==> src/rtl/dma_shr_pkg.sv <==
// Package: shared encodings for the DMA channel shadow reload unit.
// Assumes a 2-bit write selector and a 2-bit shadow mode field.
package dma_shr_pkg;
    typedef enum logic [1:0] {
        SEL_SRC  = 2'd0,
        SEL_CNT  = 2'd1,
        SEL_MODE = 2'd2
    } reg_sel_e;

    localparam logic [1:0] MODE_DIRECT = 2'b00;
    localparam logic [1:0] MODE_SHADOW = 2'b01;
endpackage

==> src/rtl/shr_shadow_store.sv <==
// Module: shadow source-address register with a pending flag.
// A load stores a value and marks it pending. A consume clears both.
// A load in the same cycle as a consume wins, so a coinciding write
// stays buffered for the following start.
module shr_shadow_store #(
    parameter int AW = 32
) (
    input  logic          clk,
    input  logic          rst_n,
    input  logic          load,
    input  logic [AW-1:0] load_val,
    input  logic          consume,
    output logic [AW-1:0] shadow_q,
    output logic          pending_q
);
    // Hold, replace or clear the buffered address.
    always_ff @(posedge clk) begin
        if (!rst_n) begin
            shadow_q  <= '0;
            pending_q <= 1'b0;
        end else if (load) begin
            shadow_q  <= load_val;
            pending_q <= 1'b1;
        end else if (consume) begin
            shadow_q  <= '0;
            pending_q <= 1'b0;
        end
    end
endmodule

==> src/rtl/shr_addr_track.sv <==
// Module: active source-address register.
// A load takes priority over a step. A step adds STEP, wrapping at AW bits.
module shr_addr_track #(
    parameter int AW   = 32,
    parameter int STEP = 1
) (
    input  logic          clk,
    input  logic          rst_n,
    input  logic          load_en,
    input  logic [AW-1:0] load_val,
    input  logic          step_en,
    output logic [AW-1:0] addr_q
);
    localparam logic [AW-1:0] STEP_V = AW'(STEP);

    // Load a new address or advance by one step.
    always_ff @(posedge clk) begin
        if (!rst_n)
            addr_q <= '0;
        else if (load_en)
            addr_q <= load_val;
        else if (step_en)
            addr_q <= addr_q + STEP_V;
    end
endmodule

==> src/rtl/shr_count_track.sv <==
// Module: active transfer count, busy flag and done pulse.
// A start loads the reload value. A step is ignored unless busy.
// A start with a zero reload leaves the channel idle with no pulse.
module shr_count_track #(
    parameter int CW = 14
) (
    input  logic          clk,
    input  logic          rst_n,
    input  logic          start,
    input  logic [CW-1:0] reload,
    input  logic          step,
    output logic [CW-1:0] count_q,
    output logic          busy_q,
    output logic          done_q
);
    localparam logic [CW-1:0] ONE = CW'(1);

    // Load on start; otherwise count down while busy and flag the end.
    always_ff @(posedge clk) begin
        if (!rst_n) begin
            count_q <= '0;
            busy_q  <= 1'b0;
            done_q  <= 1'b0;
        end else begin
            done_q <= 1'b0;
            if (start) begin
                count_q <= reload;
                busy_q  <= (reload != '0);
            end else if (step && busy_q) begin
                count_q <= count_q - ONE;
                if (count_q == ONE) begin
                    busy_q <= 1'b0;
                    done_q <= 1'b1;
                end
            end
        end
    end
endmodule

==> src/rtl/dma_shadow_reload.sv <==
// Module: DMA channel shadow reload unit (top).
// Decodes register writes, holds the mode field and the count reload
// value, and steers the shadow, address and count submodules.
// Assumes start and xfer_done are single-cycle strobes from the
// channel's sequencer. When both fall in one cycle, start wins.
module dma_shadow_reload #(
    parameter int ADDR_W    = 32,
    parameter int CNT_W     = 14,
    parameter int ADDR_STEP = 1
) (
    input  logic              clk,
    input  logic              rst_n,
    input  logic              wr_en,
    input  logic [1:0]        wr_sel,
    input  logic [ADDR_W-1:0] wr_data,
    input  logic              start,
    input  logic              xfer_done,
    output logic [ADDR_W-1:0] cur_addr,
    output logic [CNT_W-1:0]  rem_count,
    output logic [ADDR_W-1:0] shadow_addr,
    output logic              shadow_pending,
    output logic              busy,
    output logic              txn_done
);
    import dma_shr_pkg::*;

    logic [1:0]        mode_q;
    logic [CNT_W-1:0]  reload_q;
    logic              wr_src, wr_cnt, wr_mode;
    logic              shadow_load, direct_load;
    logic              addr_load_en;
    logic [ADDR_W-1:0] addr_load_val;
    logic              addr_step;

    // Decode the write target and route source-address writes.
    always_comb begin
        wr_src      = wr_en && (wr_sel == SEL_SRC);
        wr_cnt      = wr_en && (wr_sel == SEL_CNT);
        wr_mode     = wr_en && (wr_sel == SEL_MODE);
        shadow_load = wr_src && (start || (mode_q == MODE_SHADOW));
        direct_load = wr_src && !start && (mode_q != MODE_SHADOW);
    end

    // Choose what the active address register takes this cycle.
    always_comb begin
        addr_load_en  = start ? shadow_pending : direct_load;
        addr_load_val = start ? shadow_addr : wr_data;
        addr_step     = xfer_done && busy && !start;
    end

    // Hold the mode field and the count reload value.
    always_ff @(posedge clk) begin
        if (!rst_n) begin
            mode_q   <= MODE_DIRECT;
            reload_q <= '0;
        end else begin
            if (wr_mode) mode_q   <= wr_data[1:0];
            if (wr_cnt)  reload_q <= wr_data[CNT_W-1:0];
        end
    end

    shr_shadow_store #(.AW(ADDR_W)) u_shadow (
        .clk       (clk),
        .rst_n     (rst_n),
        .load      (shadow_load),
        .load_val  (wr_data),
        .consume   (start),
        .shadow_q  (shadow_addr),
        .pending_q (shadow_pending)
    );

    shr_addr_track #(.AW(ADDR_W), .STEP(ADDR_STEP)) u_addr (
        .clk      (clk),
        .rst_n    (rst_n),
        .load_en  (addr_load_en),
        .load_val (addr_load_val),
        .step_en  (addr_step),
        .addr_q   (cur_addr)
    );

    shr_count_track #(.CW(CNT_W)) u_count (
        .clk     (clk),
        .rst_n   (rst_n),
        .start   (start),
        .reload  (reload_q),
        .step    (xfer_done),
        .count_q (rem_count),
        .busy_q  (busy),
        .done_q  (txn_done)
    );
endmodule

==> config.mk <==
export PLATFORM = sky130hd
export DESIGN_NAME = dma_shadow_reload
export DESIGN_NICKNAME = d
export VERILOG_FILES = /design/src/rtl/dma_shr_pkg.sv /design/src/rtl/shr_shadow_store.sv /design/src/rtl/shr_addr_track.sv /design/src/rtl/shr_count_track.sv /design/src/rtl/dma_shadow_reload.sv
export SDC_FILE = /design/constraint.sdc
export NUM_CORES = 1
export LEC_CHECK = 0
export BUFFER_PORTS_ARGS = -buffer_cell sky130_fd_sc_hd__buf_2
export CORE_MARGIN = 2
export CORE_UTILIZATION = 40
export CTS_CLUSTER_DIAMETER = 50
export DETAILED_ROUTE_END_ITERATION = 8
export GPL_ROUTABILITY_DRIVEN = 0
export MAX_ROUTING_LAYER = met4
export PLACE_DENSITY_LB_ADDON = 0.12
export SYNTH_ARGS = -nofsm -noshare
export SYNTH_HDL_FRONTEND = slang
export SYNTH_SLANG_ARGS = --single-unit
==> constraint.sdc <==
create_clock -name clk -period 4.3 [get_ports clk]
set_input_delay 0 -clock clk [delete_from_list [all_inputs] [get_ports clk]]
set_output_delay 0 -clock clk [all_outputs]
set_load 0.1 [all_outputs]
==> results.md <==
- In this run the power density over the cells is around 360 mW/mm^2.
- The launching element type of the critical path is a flip-flop.
- In the global route stage, overall resource usage came out at 25.6%.
- The mean number of vias per cell is 5.77.
- After layout, the minimum clock period comes to 2.69 ns.
- The worst hold-check path type is input pin to flip-flop.
- Once the floorplan was initialized, standard cells occupied between 40% and 50% of the core.
- The first global-routing pass estimated 25.8 mm of wire.
- The final-report max-slew violation count is 0.
- The number of primary I/O pins is 120.
- The number of buffers inserted during clock tree synthesis is 9.
- The clock latency on the worst-skew pair is 0.35 ns.
- The synthesized design contains 0 enable-type register cells.
- Setup repair after global routing left no endpoint under its margin.
- The share of the synthesized area in the top cell type is roughly two fifths.
- The maximum clock skew at final layout is 0.00675 ns.
- Input and output buffers added on the ports amount to roughly 120.
- The number of global-route vias before repair is 4,668.
- The post-layout instance area is about 0.0063 mm^2.
- The share of flip-flops with an asynchronous set or reset after synthesis is 0%.
- Averaged over all synthesized cells, the footprint is 8.20 um^2.
- At the worst endpoint, the arrival time is 2.97 ns.
- The count of placed standard cells in the final layout, fillers left out is 908.
- The run finished with clean final reports.
- The die boundary height is 116 um.
- The number of antenna violations at the first check in global routing was 0.
- The post-detailed-route count of antenna-violating nets is 0.
- The static leakage is around 2.7 nW.
- The HPWL after detailed placement is 11.6 mm.
- The routed design has approximately 17 mm of wire.
- Relative to the synthesized area, the layout overhead comes to 25.7%.
- Ranked by total cell area, the synthesized netlist is headed by dfxtp_1 (39%), a21boi_0 (7.3%), nand2_1 (7.1%), nand3_1 (4.3%), o211a_1 (3.2%).
- The proportion of synthesized chip area in sequential cells is 38.7%.
- IR analysis of the VDD net gives a maximum drop of 0.000151 V.
- The number of endpoints with negative hold slack in the final report is 0.
- The CTS tree is built.
- The area of the die is 0.0135 mm^2.
- The mapped netlist covers 0.00502 mm^2.
- Setup violations remaining at the end of the flow were counted as 0.
- The maximum clock frequency is about 0.37 GHz.
- For this run, design rule violations remaining after detail routing come to 0.
- The clock tree synthesis step divided the H-tree into 3 levels.
- The share of the clock period used by the worst path after layout is 62.6%.
- The relative slew slack is approximately 7.5%.
- Gates resized during post-CTS repair numbered 0.
- The classification of the worst setup path is flip-flop to flip-flop.
- The final routed wire length divided by cell count is 18.5 um.
- The clock-pin slew on the worst setup and hold paths is ~0.070 ns.
- Along the worst path, the maximum fanout reaches 14.
- The biggest area contributor in the post-synthesis netlist is dfxtp_1.
- The count of yosys warnings during synthesis is 0.
- The total nets after synthesis is 654.
- The final setup TNS is 0 ns.
- The fraction of layout instances using a drive strength above 1 is 21.1%.
- After floorplanning, the core was divided into 40 placement rows.
- The clock passes through at most 2 buffers.
- For this run, the post-layout net count is between 700 and 800.
- After detailed placement, the design holds a cell count of 859.
- The most used flip-flop cell after synthesis is dfxtp_1.
- Across the run, the number of max-cap violations was 0.
- The largest net degree at the start of global routing is 70.
- In this run, the number of DRC markers left after iteration 0 of detailed routing was slightly above 400.
- STA puts the critical path data required time at 4.58 ns.
- The number of storage elements in the synthesis netlist is 97.
- The overall power consumption is 2.30 mW.
- At the pin with the least slew margin, the transition time is 1.38 ns.
- The final global-route overflow total is 0.
- The tree is rooted in a clkbuf_16.
- The region available for standard cell placement spans 0.0121 mm^2.
- The number of iterations in the first detailed-routing pass is 5.
- The cell count after synthesis came out at 612.
- The type of element capturing the critical path is a flip-flop.
- In this run the cell area measured after placement is between 0.005 and 0.006 mm^2.
- For this block, the via count after detailed routing is 5,240.
- Synthesis instantiated 59 different standard cells from the library.
- The die is 116 um wide.
- Clock tree synthesis found a total of 97 sinks.
==> cell families after synthesis <==
group / share of synthesized area (%)
adders and majority gates: 0.748
buffers and inverters: 4.41
and+or+nand+nor: 23.3
xor gates and xnor gates: 3.84
AOI/OAI and AO/OA: 27.1
muxes: 1.99
DFF: 38.7
==> path summary, 6_finish.rpt <==
check,startpoint,to,slack (ns),cells after the start
min reg2reg,reload_q[6]$_SDFFE_PN0P_,reload_q[6]$_SDFFE_PN0P_,0.47,2
max reg2reg,u_addr.addr_q[4]$_SDFFE_PN0P_,u_addr.addr_q[31]$_SDFFE_PN0P_,1.61,5
max,u_addr.addr_q[4]$_SDFFE_PN0P_,u_addr.addr_q[31]$_SDFFE_PN0P_,1.61,5
min,wr_en,mode_q[1]$_SDFFE_PN0P_,0.12,4
==> synthesized netlist by cell type (all sizes together), types with 4 or more instances <==
| cell | count |
|---|---|
| o21ai | 28 |
| dfxtp | 97 |
| o211a | 16 |
| nand3 | 43 |
| and3 | 10 |
| nor2b | 4 |
| nor4 | 11 |
| o311ai | 4 |
| a21boi | 49 |
| nand2 | 95 |
| xor2 | 5 |
| a31oi | 10 |
| nand2b | 5 |
| nor2 | 16 |
| a21o | 6 |
| xnor2 | 17 |
| nor3 | 16 |
| o221ai | 15 |
| or4 | 5 |
| buf | 12 |
| clkbuf | 37 |
| a211oi | 5 |
| o22ai | 8 |
| inv | 7 |
| nand4 | 15 |
| a21oi | 25 |
| mux2i | 10 |
==> sequential cells by signal (all words and copies together), names as in the netlist <==
register and cells:
mode_q 2, u_count.done_q 1, u_shadow.shadow_q 32, u_addr.addr_q 32
u_shadow.pending_q 1, u_count.count_q 14, u_count.busy_q 1, reload_q 14
==> worst max-delay path, cell delays in order (launching register included) <==
cell and delay [ns]:
dfxtp_1 0.42, nand4_1 0.38, nor4_2 1.25, nand4_1 0.24
mux2i_1 0.18, nor3_1 0.16
==> per-layer routing <==
layer / part of all wire (%) / vias up / track usage (%)
li1: - / 2506 / -
met1: 49 / 2497 / 38.7
met2: 42 / 220 / 34.8
met3: 7.4 / 17 / 4.08
met4: 1.3 / 0 / 7.38
met5: 0 / - / -
==> where the power goes <==
part / internal [mW] / total [mW] / switching (mW) / leakage (nW)
Combinational: 0.136 / 0.551 / 0.415 / 1.76
Clock: 0.402 / 0.755 / 0.353 / 0.135
Sequential: 0.939 / 0.991 / 0.0516 / 0.790
==> cells in the final DEF, fill, tap and decap left out, drive strengths merged, types with 5 or more instances in the layout <==
cell type | synthesis | final
nor4 | 11 | 11
o21ai | 28 | 28
o22ai | 8 | 8
o211a | 16 | 16
clkinv | 0 | 5
clkbuf | 37 | 11
o221ai | 15 | 15
dfxtp | 97 | 97
and3 | 10 | 10
nor3 | 16 | 16
a31oi | 10 | 10
xnor2 | 17 | 17
nand2 | 95 | 95
nor2 | 16 | 16
a21oi | 25 | 25
inv | 7 | 6
nand4 | 15 | 15
or4 | 5 | 5
a21o | 6 | 6
buf | 12 | 128
xor2 | 5 | 5
mux2i | 10 | 10
nand3 | 43 | 43
a211oi | 5 | 5
dlygate4sd3 | 0 | 33
nand2b | 5 | 5
a21boi | 49 | 49
==> timing repair <==
item	CTS	global route
buffers inserted	0	0
hold endpoints to repair	49	0
hold buffers	33	0
==> final cells by class <==
cell class | count | area (um^2)
clock buffer | 11 | 243
tap | 168 | 210
antenna | 1 | 2.50
fill | 1209 | 5800
clock inverter | 4 | 20.0
timing repair buffer | 161 | 993
multi-input combinational | 459 | 2880
sequential | 97 | 1940
inverter | 7 | 26.3
==> metrics by stage <==
step / util, % / setup slack (ns) / hold WS, ns
2_1_floorplan: - / 1.46 / 0.145
5_1_grt: 52.1 / 1.49 / 0.156
3_5_place_dp: 47.2 / 1.73 / 0.277
4_1_cts: 52.1 / 1.71 / 0.115
3_3_place_gp: 47.2 / 1.81 / 0.267
6_report: 52.1 / 1.61 / 0.122
No activity file was read; power rests on OpenSTA's default activity.
